$ cat config.mk
export PLATFORM = sky130hd
export DESIGN_NAME = convSequencer
export DESIGN_NICKNAME = d
export VERILOG_FILES = /design/src/rtl/convSeqPkg.sv /design/src/rtl/convSeqCtrl.sv /design/src/rtl/convSeqData.sv /design/src/rtl/convSequencer.sv
export SDC_FILE = /design/constraint.sdc
export NUM_CORES = 1
export LEC_CHECK = 0
export BUFFER_PORTS_ARGS = -buffer_cell sky130_fd_sc_hd__buf_2
export CORE_ASPECT_RATIO = 0.5
export CORE_MARGIN = 10
export CORE_UTILIZATION = 50
export CTS_CLUSTER_SIZE = 14
export DETAILED_ROUTE_END_ITERATION = 7
export PLACE_DENSITY_LB_ADDON = 0.2
export SETUP_SLACK_MARGIN = 0.2
export SYNTH_ARGS = -nofsm -noshare
export SYNTH_HDL_FRONTEND = slang
export SYNTH_HIERARCHICAL = 1
export SYNTH_SLANG_ARGS = --single-unit
$ cat constraint.sdc
create_clock -name clk -period 4.4 [get_ports clk]
set_input_delay 0.22 -clock clk [delete_from_list [all_inputs] [get_ports clk]]
set_output_delay 0.22 -clock clk [all_outputs]
set_load 0.01 [all_outputs]
$ cat src/rtl/convSeqPkg.sv
package convSeqPkg;

  localparam int SEQ_DATA_W  = 8;
  localparam int SEQ_CHAN_W  = 4;
  localparam int SEQ_SLOTS   = 4;
  localparam int SEQ_IDX_W   = $clog2(SEQ_SLOTS);
  localparam int SEQ_ADDR_W  = 3;
  localparam int SEQ_STALE_W = 3;

  typedef enum logic [1:0] {
    SEQ_IDLE  = 2'd0,
    SEQ_START = 2'd1,
    SEQ_WAIT  = 2'd2
  } seqState_t;

  // control byte bits 5:0 in their bus positions
  typedef struct packed {
    logic                  scan;
    logic                  multi;
    logic [SEQ_CHAN_W-1:0] chan;
  } seqCfg_t;

  // strobes from the control side to the datapath
  typedef struct packed {
    logic                 cfgWr;
    logic                 resWr;
    logic [SEQ_IDX_W-1:0] resIdx;
    logic                 setFlag;
  } seqStrobe_t;

endpackage

$ cat src/rtl/convSeqCtrl.sv
module convSeqCtrl
  import convSeqPkg::*;
#(
  parameter int CHAN_W  = SEQ_CHAN_W,
  parameter int SLOTS   = SEQ_SLOTS,
  parameter int ADDR_W  = SEQ_ADDR_W,
  parameter int STALE_W = SEQ_STALE_W
) (
  input  logic              clk,
  input  logic              rstN,
  input  logic              busWrEn,
  input  logic [ADDR_W-1:0] busAddr,
  input  seqCfg_t           cfg,
  input  logic              cnvDone,
  output seqStrobe_t        strobe,
  output logic              cnvStart,
  output logic [CHAN_W-1:0] cnvChan
);

  localparam int IDX_W = $clog2(SLOTS);
  localparam logic [IDX_W-1:0] LAST_IDX = IDX_W'(SLOTS - 1);
  localparam logic [STALE_W-1:0] STALE_ONE = STALE_W'(1);

  seqState_t          stateQ, stateD;
  logic [IDX_W-1:0]   idxQ, idxD;
  logic [STALE_W-1:0] staleQ, staleD;

  logic cfgWr;
  logic inFlight;
  logic doneStale;
  logic doneCur;
  logic lastSlot;

  assign cfgWr     = busWrEn && (busAddr == '0);
  assign inFlight  = (stateQ != SEQ_IDLE);
  assign doneStale = cnvDone && (staleQ != '0);
  assign doneCur   = cnvDone && (staleQ == '0) && (stateQ == SEQ_WAIT);
  assign lastSlot  = (idxQ == LAST_IDX);

  // next-state logic: a control write wins over everything else
  always_comb begin
    stateD = stateQ;
    idxD   = idxQ;
    staleD = doneStale ? (staleQ - STALE_ONE) : staleQ;
    if (cfgWr) begin
      stateD = SEQ_START;
      idxD   = '0;
      if (inFlight && !doneCur) begin
        staleD = staleD + STALE_ONE;
      end
    end else if (doneCur) begin
      idxD   = idxQ + 1'b1;
      stateD = (lastSlot && !cfg.scan) ? SEQ_IDLE : SEQ_START;
    end else if (stateQ == SEQ_START) begin
      stateD = SEQ_WAIT;
    end
  end

  always_ff @(posedge clk) begin
    if (!rstN) begin
      stateQ <= SEQ_IDLE;
      idxQ   <= '0;
      staleQ <= '0;
    end else begin
      stateQ <= stateD;
      idxQ   <= idxD;
      staleQ <= staleD;
    end
  end

  // grouped mode replaces the low channel bits with the slot index
  generate
    if (CHAN_W > IDX_W) begin : gChanGroup
      assign cnvChan = cfg.multi ? {cfg.chan[CHAN_W-1:IDX_W], idxQ} : cfg.chan;
    end else begin : gChanFlat
      assign cnvChan = cfg.multi ? CHAN_W'(idxQ) : cfg.chan;
    end
  endgenerate

  assign cnvStart = (stateQ == SEQ_START);

  always_comb begin
    strobe.cfgWr   = cfgWr;
    strobe.resWr   = doneCur && !cfgWr;
    strobe.resIdx  = idxQ;
    strobe.setFlag = doneCur && !cfgWr && lastSlot;
  end

  // the start request never lasts two cycles
  a_r10_start_pulse: assert property (@(posedge clk) disable iff (!rstN)
    cnvStart |=> !cnvStart);

  // a done pulse owned by an abandoned conversion writes nothing
  a_r6_stale_discard: assert property (@(posedge clk) disable iff (!rstN)
    (cnvDone && staleQ != '0) |-> !strobe.resWr);

  // nothing is filed while the sequencer is idle
  a_r3_idle_no_write: assert property (@(posedge clk) disable iff (!rstN)
    (stateQ == SEQ_IDLE) |-> !strobe.resWr);

  // each filed result moves the ring to the next slot
  a_r2_slot_advance: assert property (@(posedge clk) disable iff (!rstN)
    strobe.resWr |=> (idxQ == IDX_W'($past(idxQ) + 1'b1)));

endmodule

$ cat src/rtl/convSeqData.sv
module convSeqData
  import convSeqPkg::*;
#(
  parameter int DATA_W = SEQ_DATA_W,
  parameter int SLOTS  = SEQ_SLOTS,
  parameter int ADDR_W = SEQ_ADDR_W
) (
  input  logic              clk,
  input  logic              rstN,
  input  seqStrobe_t        strobe,
  input  logic [ADDR_W-1:0] busAddr,
  input  logic [DATA_W-1:0] busWrData,
  input  logic [DATA_W-1:0] cnvResult,
  output seqCfg_t           cfg,
  output logic              flag,
  output logic [DATA_W-1:0] busRdData
);

  localparam int CFG_W = $bits(seqCfg_t);

  seqCfg_t           cfgQ;
  logic              flagQ;
  logic [DATA_W-1:0] slotQ [SLOTS];
  logic              unusedWrBits;

  // bits 7 and 6 of a control write have no storage
  assign unusedWrBits = ^busWrData[DATA_W-1:CFG_W];

  always_ff @(posedge clk) begin
    if (!rstN) begin
      cfgQ  <= '0;
      flagQ <= 1'b0;
    end else begin
      if (strobe.cfgWr) begin
        cfgQ  <= seqCfg_t'(busWrData[CFG_W-1:0]);
        flagQ <= 1'b0;
      end else if (strobe.setFlag) begin
        flagQ <= 1'b1;
      end
    end
  end

  always_ff @(posedge clk) begin
    if (!rstN) begin
      for (int s = 0; s < SLOTS; s++) begin
        slotQ[s] <= '0;
      end
    end else if (strobe.resWr) begin
      for (int s = 0; s < SLOTS; s++) begin
        if (strobe.resIdx == s[$bits(strobe.resIdx)-1:0]) begin
          slotQ[s] <= cnvResult;
        end
      end
    end
  end

  always_comb begin
    busRdData = '0;
    if (busAddr == '0) begin
      busRdData = {flagQ, 1'b0, cfgQ};
    end
    for (int s = 0; s < SLOTS; s++) begin
      if (busAddr == ADDR_W'(s + 1)) begin
        busRdData = slotQ[s];
      end
    end
  end

  assign cfg  = cfgQ;
  assign flag = flagQ;

  // in continuous mode the flag, once set, stays set until a write
  a_r4_flag_sticky: assert property (@(posedge clk) disable iff (!rstN)
    (flagQ && cfgQ.scan && !strobe.cfgWr) |=> flagQ);

  // a slot only changes when it is the target of a result write
  generate
    for (genvar g = 0; g < SLOTS; g++) begin : gSlotChk
      a_r11_slot_hold: assert property (@(posedge clk) disable iff (!rstN)
        !(strobe.resWr && strobe.resIdx == g[$bits(strobe.resIdx)-1:0])
          |=> $stable(slotQ[g]));
    end
  endgenerate

endmodule

$ cat src/rtl/convSequencer.sv
module convSequencer
  import convSeqPkg::*;
#(
  parameter int DATA_W  = SEQ_DATA_W,
  parameter int CHAN_W  = SEQ_CHAN_W,
  parameter int SLOTS   = SEQ_SLOTS,
  parameter int ADDR_W  = SEQ_ADDR_W,
  parameter int STALE_W = SEQ_STALE_W
) (
  input  logic              clk,
  input  logic              rstN,
  input  logic              busWrEn,
  input  logic [ADDR_W-1:0] busAddr,
  input  logic [DATA_W-1:0] busWrData,
  output logic [DATA_W-1:0] busRdData,
  output logic              cnvStart,
  output logic [CHAN_W-1:0] cnvChan,
  input  logic              cnvDone,
  input  logic [DATA_W-1:0] cnvResult
);

  seqStrobe_t strobe;
  seqCfg_t    cfg;
  logic       flag;

  convSeqCtrl #(
    .CHAN_W (CHAN_W),
    .SLOTS  (SLOTS),
    .ADDR_W (ADDR_W),
    .STALE_W(STALE_W)
  ) uCtrl (
    .clk     (clk),
    .rstN    (rstN),
    .busWrEn (busWrEn),
    .busAddr (busAddr),
    .cfg     (cfg),
    .cnvDone (cnvDone),
    .strobe  (strobe),
    .cnvStart(cnvStart),
    .cnvChan (cnvChan)
  );

  convSeqData #(
    .DATA_W(DATA_W),
    .SLOTS (SLOTS),
    .ADDR_W(ADDR_W)
  ) uData (
    .clk      (clk),
    .rstN     (rstN),
    .strobe   (strobe),
    .busAddr  (busAddr),
    .busWrData(busWrData),
    .cnvResult(cnvResult),
    .cfg      (cfg),
    .flag     (flag),
    .busRdData(busRdData)
  );

  // a finished single pass issues no further start
  a_r3_single_halts: assert property (@(posedge clk) disable iff (!rstN)
    (flag && !cfg.scan && !strobe.cfgWr) |-> !cnvStart);

  // a control write clears the flag and requests a conversion next cycle
  a_r5_write_restarts: assert property (@(posedge clk) disable iff (!rstN)
    (busWrEn && busAddr == '0) |=> (!flag && cnvStart));

endmodule

==> results of run 1 <==
-- how the worst max path moves through the flow --
stage | start | to | slack [ns] | cells past startpoint
after floorplan | uCtrl/staleQ[0] | uData/slotQ[0][0] | 2.05 | 8
final | uCtrl/staleQ[0] | uData/slotQ[3][0] | 1.54 | 8
after global routing | uCtrl/staleQ[0] | uData/slotQ[3][3] | 1.20 | 8
after CTS | uCtrl/staleQ[0] | uData/slotQ[3][3] | 1.50 | 8
after detailed placement | uCtrl/staleQ[0] | uData/slotQ[3][4] | 1.52 | 8
after global placement | uCtrl/staleQ[0] | uData/slotQ[3][2] | 1.66 | 8
-- state kept, by name (all words and copies together) (netlist names) --
register,flops
uCtrl/idxQ,2
uCtrl/staleQ,3
uCtrl/stateQ,2
uData/cfg,6
uData/flag,1
uData/slotQ,32
-- synthesized netlist by cell type --
master     n
nand2b_2   1
clkbuf_1   1
mux2i_1   15
nor2b_1    7
o211ai_1   1
buf_4      3
nand2_1    7
buf_2      3
mux2_4     2
nor2_1    17
mux2_2     6
xnor2_1    1
dfxtp_1   14
o22ai_1    1
a31o_1     1
and2b_1    2
nor3b_1    2
nand3b_1   1
and2_1    33
or2_2      2
o21ai_0    5
nor3_1     2
o22a_1     1
o21a_1     1
a21oi_1    9
or2b_2     1
o311a_2    1
nand2b_1   5
xor2_1     1
nor4b_4    1
nand4_1    1
nor3b_2    2
nand3_1    1
inv_1      7
ha_1       3
a31oi_1    1
edfxtp_1  32
a221o_1    5
o21ai_2    1
buf_6      1
-- metal layers --
layer,track usage,routed length (um),vias up
li1,-,-,772
met1,0.170,2280,748
met2,0.203,2230,28
met3,0.0375,306,2
met4,0.0279,17,0
met5,0,0,-
-- area by class of cell --
type                       count  area (um2)  share of cell area
multi-input combinational    140         997               0.378
clock buffer                   5        68.8              0.0261
timing repair buffer          36         188              0.0712
sequential                    46        1240               0.471
clock inverter                 3        45.0              0.0171
tap                           57        71.3              0.0270
inverter                       7        26.3             0.00996
-- kinds of logic (layout without fill, tap and decap cells) --
group | count (synthesis) | after routing
buffers and inverters | 15 | 51
DFF | 46 | 46
AOI/OAI and AO/OA | 27 | 27
muxes | 23 | 23
adders and majority gates | 3 | 3
and+or+nand+nor | 85 | 85
xor gates and xnor gates | 2 | 2
-- per-stage QoR --
stage	cells	instance area [um2]	hold WS (ns)
3_3_place_gp	286	2520	0.474
6_report	294	2640	0.184
2_1_floorplan	201	2320	0.382
3_5_place_dp	286	2520	0.487
5_1_grt	294	2640	0.199
4_1_cts	294	2640	0.181
-- power by group --
part           total, W  switching [W]  leakage [nW]  internal (W)
combinational  0.000164      0.0000938         0.570     0.0000703
clock          0.000312       0.000143        0.0504      0.000169
sequential     0.000492      0.0000103         0.444      0.000482
total          0.000968       0.000247          1.06      0.000721
-- tightest hold or removal path: stages --
cell and delay (ns):
buf_2 0.08, mux2i_1 0.05, nor2b_1 0.09
==> impl_metrics.tcl, run 1 <==
set metrics [dict create \
    synth_top_family_by_area "simple AND/OR/NAND/NOR gates" \
    synth.area.mux_share 0.107 \
    grt_util_all_layers 0.128 \
    yosysTopAreaCell "edfxtp_1" \
    relSlewSlack 0.146 \
    reg2reg_depth 8 \
    synth_simple_gate_area_frac 0.220 \
    worst_pin_slew_ns 1.27 \
    p_per_area_nw_per_um2 367 \
    path_class "reg2reg" \
    synth_warnings 6 \
    grt_pass1_wl_um 7760 \
    die-area_um2 7920 \
    critPathBufInv 1 \
    synth_xor_area_frac 0.00756 \
    ys_types 40 \
    synthAdderAreaFrac 0.0162 \
    final.period_utilization 0.650 \
    root_buffer "clkbuf_8" \
    hold_depth 3 \
    critical-path-top-delay-family "compound AO/OA/AOI/OAI gates" \
    rows 17 \
    p_leak_nw 1.06 \
    fillers 368 \
    min_from "busWrData[4]" \
    clk_pin_slew_ns 0.08 \
    skew_ns 0.00495 \
    crit_slowest_cell "o21ai_0" \
    critPathMaxFanout 8 \
    arrival_ns 2.77 \
    cts_sinks 46 \
    required_ns 4.31 \
    synth-compound-area-share 0.0799 \
    grt_pass1_vias 1555 \
    min_to "uData/cfg[4]" \
    r2r-end "uData/slotQ[3][0]" \
    cts_buffer_depth 2 \
    antenna_cells 0 \
    area_delta_synth_final_pct 13.8 \
    core_um2 4450 \
    ys_ff_latch 46 \
    ant_nets 0 \
    drv_cap 0 \
    reg2reg_setup_slack_ns 1.54 \
    startpoint_type "register" \
    critPathMaxStageDelay_ns 0.99 \
    dp_worst_setup_slack_ns 1.52 \
    utilization 0.593 \
    drc 0 \
    totalWireLength_um 4840 \
    mostFrequentLayoutCells "33 x buf_2, 33 x and2_1, 32 x edfxtp_1" \
    grt_setup_unrepaired "false" \
    wl_per_cell_um 16.4 \
    hold_viol 0 \
    pin_count 36 \
    hp-class "in2reg" \
    r2r-start "uCtrl/staleQ[0]" \
    synth_top_area_frac 0.415 \
    cts_buffers 5 \
    timing.fmax_mhz 350 \
    syn_nets 227 \
    slew_viol_final 0 \
    p_total_w 0.000968 \
    synthTopCellsByArea "edfxtp_1 41%, dfxtp_1 12%, and2_1 8.9%" \
    gp_congestion 0.780 \
    die_y_um 68.1 \
    cts_tree "done" \
    fin_ws_ns 1.54 \
    cts_setup_buffers 0 \
    grt_max_degree 17 \
    ir_drop_mv 0.229 \
    die_w_um 116 \
    fin_crit_ns 2.86 \
    syn_area_um2 2320 \
    finalSetupViolCount 0 \
    setup_tns_ns 0 \
    num_vias 1550 \
    status "finished, final reports clean" \
    final_nets 262 \
    avgSynthCellArea_um2 11.5 \
    cts.htree.levels 2 \
    detail_route.iter0.violations 75 \
    grt.overflow.total 0 \
    portBuffers 33 \
    drive_gt1_frac 0.257 \
    antenna_found_initial 0 \
    syn_inst 201 \
    ctsHoldBuffers 0 \
    cts_resized 0 \
    path_cells "inv_1, ha_1, and2b_1, nand2_1, nor3b_2, and2b_1, nand2_1, o21ai_0" \
    start_util 0.521 \
    place_hpwl_um 3530 \
    firstDrtPassIters 4 \
    setup.worst_path.end_class "register" \
    viasPerCell 5.27 \
    clk_latency_ns 0.29 \
    yosysSeqAreaShare 0.536 \
]
No activity file was read; power rests on OpenSTA's default activity.
==> inputs of run 2 (changes only) <==
==> constraint.sdc (replaced) <==
create_clock -name clk -period 2.89 [get_ports clk]
set_input_delay 0.1445 -clock clk [delete_from_list [all_inputs] [get_ports clk]]
set_output_delay 0.1445 -clock clk [all_outputs]
set_load 0.01 [all_outputs]
==> run 2 against run 1 <==
  * First-iteration DRC count fell by 13%
  * Largest cell class unchanged
  * Sequential share of layout area rose by 0.34 points
  * Final area fell by 0.71%
  * Largest power group unchanged
  * Maximum frequency rose by 23%
  * Register-to-register slack got worse by 0.97 ns
  * Clock power rose by 19%
  * Total power rose by 42%
  * Critical endpoint is now uData/slotQ[2][3]
  * Final cell count rose by 0.68%
  * Clock skew fell by 0.0018 ns
==> impl_metrics.tcl, run 2 (synthesized netlist as in run 1, its figures left out) <==
set metrics [dict create \
    status "finished, final reports clean" \
    startpoint_type "register" \
    die_y_um 68.1 \
    dp_worst_setup_slack_ns 0.589 \
    gp_congestion 0.748 \
    p_per_area_nw_per_um2 525 \
    die-area_um2 7920 \
    grt_pass1_vias 1577 \
    grt_max_degree 17 \
    fin_ws_ns 0.572 \
    ctsHoldBuffers 0 \
    startpoint "uCtrl/staleQ[0]" \
    wl_per_cell_um 16.8 \
    core_um2 4450 \
    ant_nets 0 \
    setup.worst_path.end_class "register" \
    reg2reg_setup_slack_ns 0.57 \
    die_w_um 116 \
    grt.overflow.total 0 \
    cts_sinks 46 \
    num_vias 1576 \
    cts_tree "done" \
    crit_path_end "uData/slotQ[2][3]" \
    slew_viol_final 0 \
    largest_reg_flops 32 \
    area_delta_synth_final_pct 13.0 \
    cts_buffer_depth 2 \
    final.period_utilization 0.802 \
    fin_area_um2 2620 \
    arrival_ns 2.48 \
    relSlewSlack 0.620 \
    drv_cap 0 \
    cts_resized 0 \
    totalWireLength_um 4970 \
    grt_pass1_wl_um 7730 \
    path_class "reg2reg" \
    detail_route.iter0.violations 65 \
    cts_buffers 5 \
    finalSetupViolCount 0 \
    reg2reg_depth 9 \
    portBuffers 33 \
    final_nets 264 \
    pin_count 36 \
    largest-register "uData/slotQ" \
    drive_gt1_frac 0.251 \
    utilization 0.589 \
    grt_setup_unrepaired "false" \
    place_area_um2 2540 \
    drc 0 \
    firstDrtPassIters 4 \
    worst_pin_slew_ns 0.567 \
    critPathMaxFanout 8 \
    start_util 0.521 \
    r2r-end "uData/slotQ[2][3]" \
    ir_drop_mv 0.277 \
    mostFrequentLayoutCells "33 x buf_2, 33 x and2_1, 32 x edfxtp_1" \
    fin_hold_ws_ns 0.106 \
    viasPerCell 5.32 \
    place_hpwl_um 3620 \
    fin_crit_ns 2.32 \
    p_leak_nw 1.06 \
    required_ns 3.05 \
    hold_viol 0 \
    r2r-start "uCtrl/staleQ[0]" \
    rows 17 \
    setup_tns_ns 0 \
    hp-class "in2reg" \
    clk_latency_ns 0.29 \
    antenna_found_initial 0 \
    timing.fmax_mhz 431 \
    cts_setup_buffers 0 \
    skew_ns 0.00313 \
    cts.htree.levels 2 \
    clk_pin_slew_ns 0.08 \
    root_buffer "clkbuf_8" \
    antenna_cells 0 \
    grt_util_all_layers 0.128 \
]
-- run 2: changes by cell type in the layout (fill, tap and decap cells not counted), sizes merged --
cell      change
buf           +2
bufinv        -1
clkinv        +3
clkinvlp      -2
-- run 2: how the worst min path moves through the flow --
stage,from,end,depth (start not counted)
final,busWrData[4],uData/cfg[4],3
after global routing,busWrData[5],uData/cfg[5],3
after CTS,busWrData[4],uData/cfg[4],3
after detailed placement,busWrData[4],uData/cfg[4],3
after global placement,busWrData[0],uData/cfg[0],3
after floorplan,rstN,uCtrl/staleQ[1],2
-- run 2: metrics by stage --
step	std cells	power (W)
detailed placement	288	0.00102
CTS	296	0.00139
global route	296	0.00144
floorplan	201	0.000946
finish	296	0.00137
global placement	288	0.00100
-- run 2: layer usage --
layer | up-vias | part of all wire | global-route usage
met5 | - | 0 | 0
met4 | 0 | 0.0016 | 0.0186
met3 | 2 | 0.049 | 0.0393
met2 | 30 | 0.49 | 0.229
met1 | 760 | 0.46 | 0.155
li1 | 784 | - | -
-- run 2: power breakdown --
group	internal, W	total (W)	switching, W
Sequential	0.000734	0.000749	0.0000155
Clock	0.000162	0.000370	0.000208
Combinational	0.000109	0.000255	0.000146
-- run 2: cell type report --
class                           count  area, um2
Inverter                            7       26.3
Sequential cell                    46       1240
Fill cell                         384       1830
Tap cell                           57       71.3
Timing Repair Buffer               38        203
Clock inverter                      3       11.3
Multi-Input combinational cell    140        997
Clock buffer                        5       68.8
-- run 2: worst max-delay path, cell delays in order, from the launching register on --
cell and delay (ns):
dfxtp_1 0.32, inv_1 0.10, ha_1 0.22, and2b_1 0.16, nand2_1 0.08, nor3b_2 0.32, and2b_1 0.20, nand2_1 0.10
nor2_1 0.47, and2_1 0.22
==> inputs of run 3 (changes only) <==
==> constraint.sdc (replaced) <==
create_clock -name clk -period 1.9 [get_ports clk]
set_input_delay 0.095 -clock clk [delete_from_list [all_inputs] [get_ports clk]]
set_output_delay 0.095 -clock clk [all_outputs]
set_load 0.01 [all_outputs]
==> run 3 against run 2 <==
  * The flow now finishes with violations (setup timing)
  * Total power up 58%
  * Clock skew up 0.0029 ns
  * Die area unchanged
  * Routed wire length up 0.58%
  * Final area up 9.0%
  * Sequential share of layout area down 3.8 points
  * Maximum frequency up 19%
  * Register-to-register slack worse by 0.62 ns
  * Global-route usage up 0.72 points
  * Largest cell class unchanged
==> impl_metrics.tcl, run 3 (synthesized netlist as in run 1, its figures left out) <==
set metrics [dict create \
    register_area_um2 1240 \
    fin_crit_ns 1.95 \
    firstDrtPassIters 4 \
    largest_reg_flops 32 \
    fin_area_um2 2850 \
    finalSetupViolCount 40 \
    fin_hold_ws_ns 0.0579 \
    cts_sinks 46 \
    clk_pin_slew_ns 0.08 \
    setup_tns_ns -1.35 \
    clk_latency_ns 0.29 \
    die_w_um 116 \
    critical-path-top-delay-family "simple AND/OR/NAND/NOR gates" \
    violations "setup timing" \
    critPathMaxStageDelay_ns 0.33 \
    cts_tree "done" \
    grt_util_all_layers 0.136 \
    hold_depth 3 \
    reg2reg_setup_slack_ns -0.05 \
    pin_count 36 \
    path_cells "inv_2, ha_4, and2b_1, nand2_2, nor3b_4, and2b_2, nand2_4, o21ai_4, buf_12" \
    grt_pass1_vias 1672 \
    place_area_um2 2720 \
    drc 0 \
    dp_worst_setup_slack_ns -0.0292 \
    critPathBufInv 2 \
    grt_pass1_wl_um 8180 \
    ir_drop_mv 0.316 \
    status "finished with violations" \
    cts_buffer_depth 2 \
    wl_per_cell_um 16.4 \
    gp_congestion 0.817 \
    critPathMaxFanout 8 \
    num_vias 1621 \
    path_class "reg2reg" \
    p_per_area_nw_per_um2 763 \
    hold_viol 0 \
    fin_ws_ns -0.0472 \
    mostFrequentLayoutCells "33 x buf_2, 32 x edfxtp_1, 26 x and2_1" \
    r2r-end "uData/slotQ[2][1]" \
    root_buffer "clkbuf_8" \
    fillers 355 \
    totalWireLength_um 5000 \
    reg2reg_depth 9 \
    multi_input_area_um2 1110 \
    min_from "busWrData[2]" \
    skew_ns 0.00599 \
    final_common_cell "buf_2" \
    area_delta_synth_final_pct 23.2 \
    grt_setup_unrepaired "true" \
    drv_cap 0 \
    worst_pin_slew_ns 0.430 \
    antenna_found_initial 0 \
    final_nets 272 \
    min_to "uData/cfg[2]" \
    ant_nets 0 \
    required_ns 1.91 \
    timing.fmax_mhz 514 \
    core_um2 4450 \
    slew_viol_final 0 \
    final.period_utilization 1.02 \
    portBuffers 33 \
    detail_route.iter0.violations 100 \
    cts_buffers 5 \
    relSlewSlack 0.712 \
    hp-class "in2reg" \
    start_util 0.521 \
    setup.worst_path.end_class "register" \
    p_leak_nw 1.16 \
    viasPerCell 5.33 \
    utilization 0.642 \
    cts.htree.levels 2 \
    antenna_cells 0 \
    crit_slowest_cell "dfxtp_2" \
    arrival_ns 1.96 \
    startpoint_type "register" \
    largest-register "uData/slotQ" \
    r2r-start "uCtrl/staleQ[0]" \
    die_y_um 68.1 \
    grt_max_degree 16 \
    grt.overflow.total 0 \
    die-area_um2 7920 \
    place_hpwl_um 3680 \
    drive_gt1_frac 0.368 \
    rows 17 \
]
-- run 3: cell count changes in the layout (fill, tap and decap cells not counted), sizes merged --
| cell | delta |
|---|---|
| buf | +8 |
-- run 3: repair_timing --
item	4_1_cts	5_1_grt
hold buffers	0	0
setup endpoints to repair	64	67
pin swaps	23	2
gates resized for setup	11	5
buffers inserted	1	0
-- run 3: worst max-delay path by stage --
stage,startpoint,endpoint,slack (ns),cells after the start
after floorplan,uCtrl/staleQ[1],uData/slotQ[0][0],0.04,8
after global placement,uCtrl/staleQ[0],uData/slotQ[2][6],0.03,9
after detailed placement,uCtrl/staleQ[0],uData/slotQ[2][7],-0.03,9
after CTS,uCtrl/staleQ[0],uData/slotQ[2][1],-0.07,9
after global routing,uCtrl/staleQ[0],uData/slotQ[2][1],-0.13,9
final,uCtrl/staleQ[0],uData/slotQ[2][1],-0.05,9
-- run 3: power breakdown --
part | internal, W | leakage (nW) | total [W] | switching, W
combinational | 0.000223 | 0.680 | 0.000472 | 0.000249
clock | 0.000246 | 0.0407 | 0.000559 | 0.000313
sequential | 0.00112 | 0.445 | 0.00115 | 0.0000263
-- run 3: area by class of cell --
type,count,area share
Sequential cell,46,0.436
Clock inverter,3,0.00395
Multi-Input combinational cell,140,0.390
Tap cell,57,0.0250
Inverter,7,0.00921
Timing Repair Buffer,46,0.112
Clock buffer,5,0.0241
-- run 3: metrics by stage --
stage / total power [W] / cells
global route: 0.00231 / 304
global placement: 0.00158 / 295
finish: 0.00218 / 304
CTS: 0.00219 / 304
floorplan: 0.00147 / 201
detailed placement: 0.00161 / 295
-- run 3: worst min-delay path, cell delays in order --
cell and delay [ns]:
buf_2 0.07, mux2i_1 0.05, nor2b_1 0.09
-- run 3: per-layer routing --
layer | global-route usage | up-vias | routed length (um)
li1 | - | 798 | -
met1 | 0.157 | 789 | 2260
met2 | 0.242 | 29 | 2460
met3 | 0.0375 | 5 | 235
met4 | 0.0449 | 0 | 41
met5 | 0 | - | 0
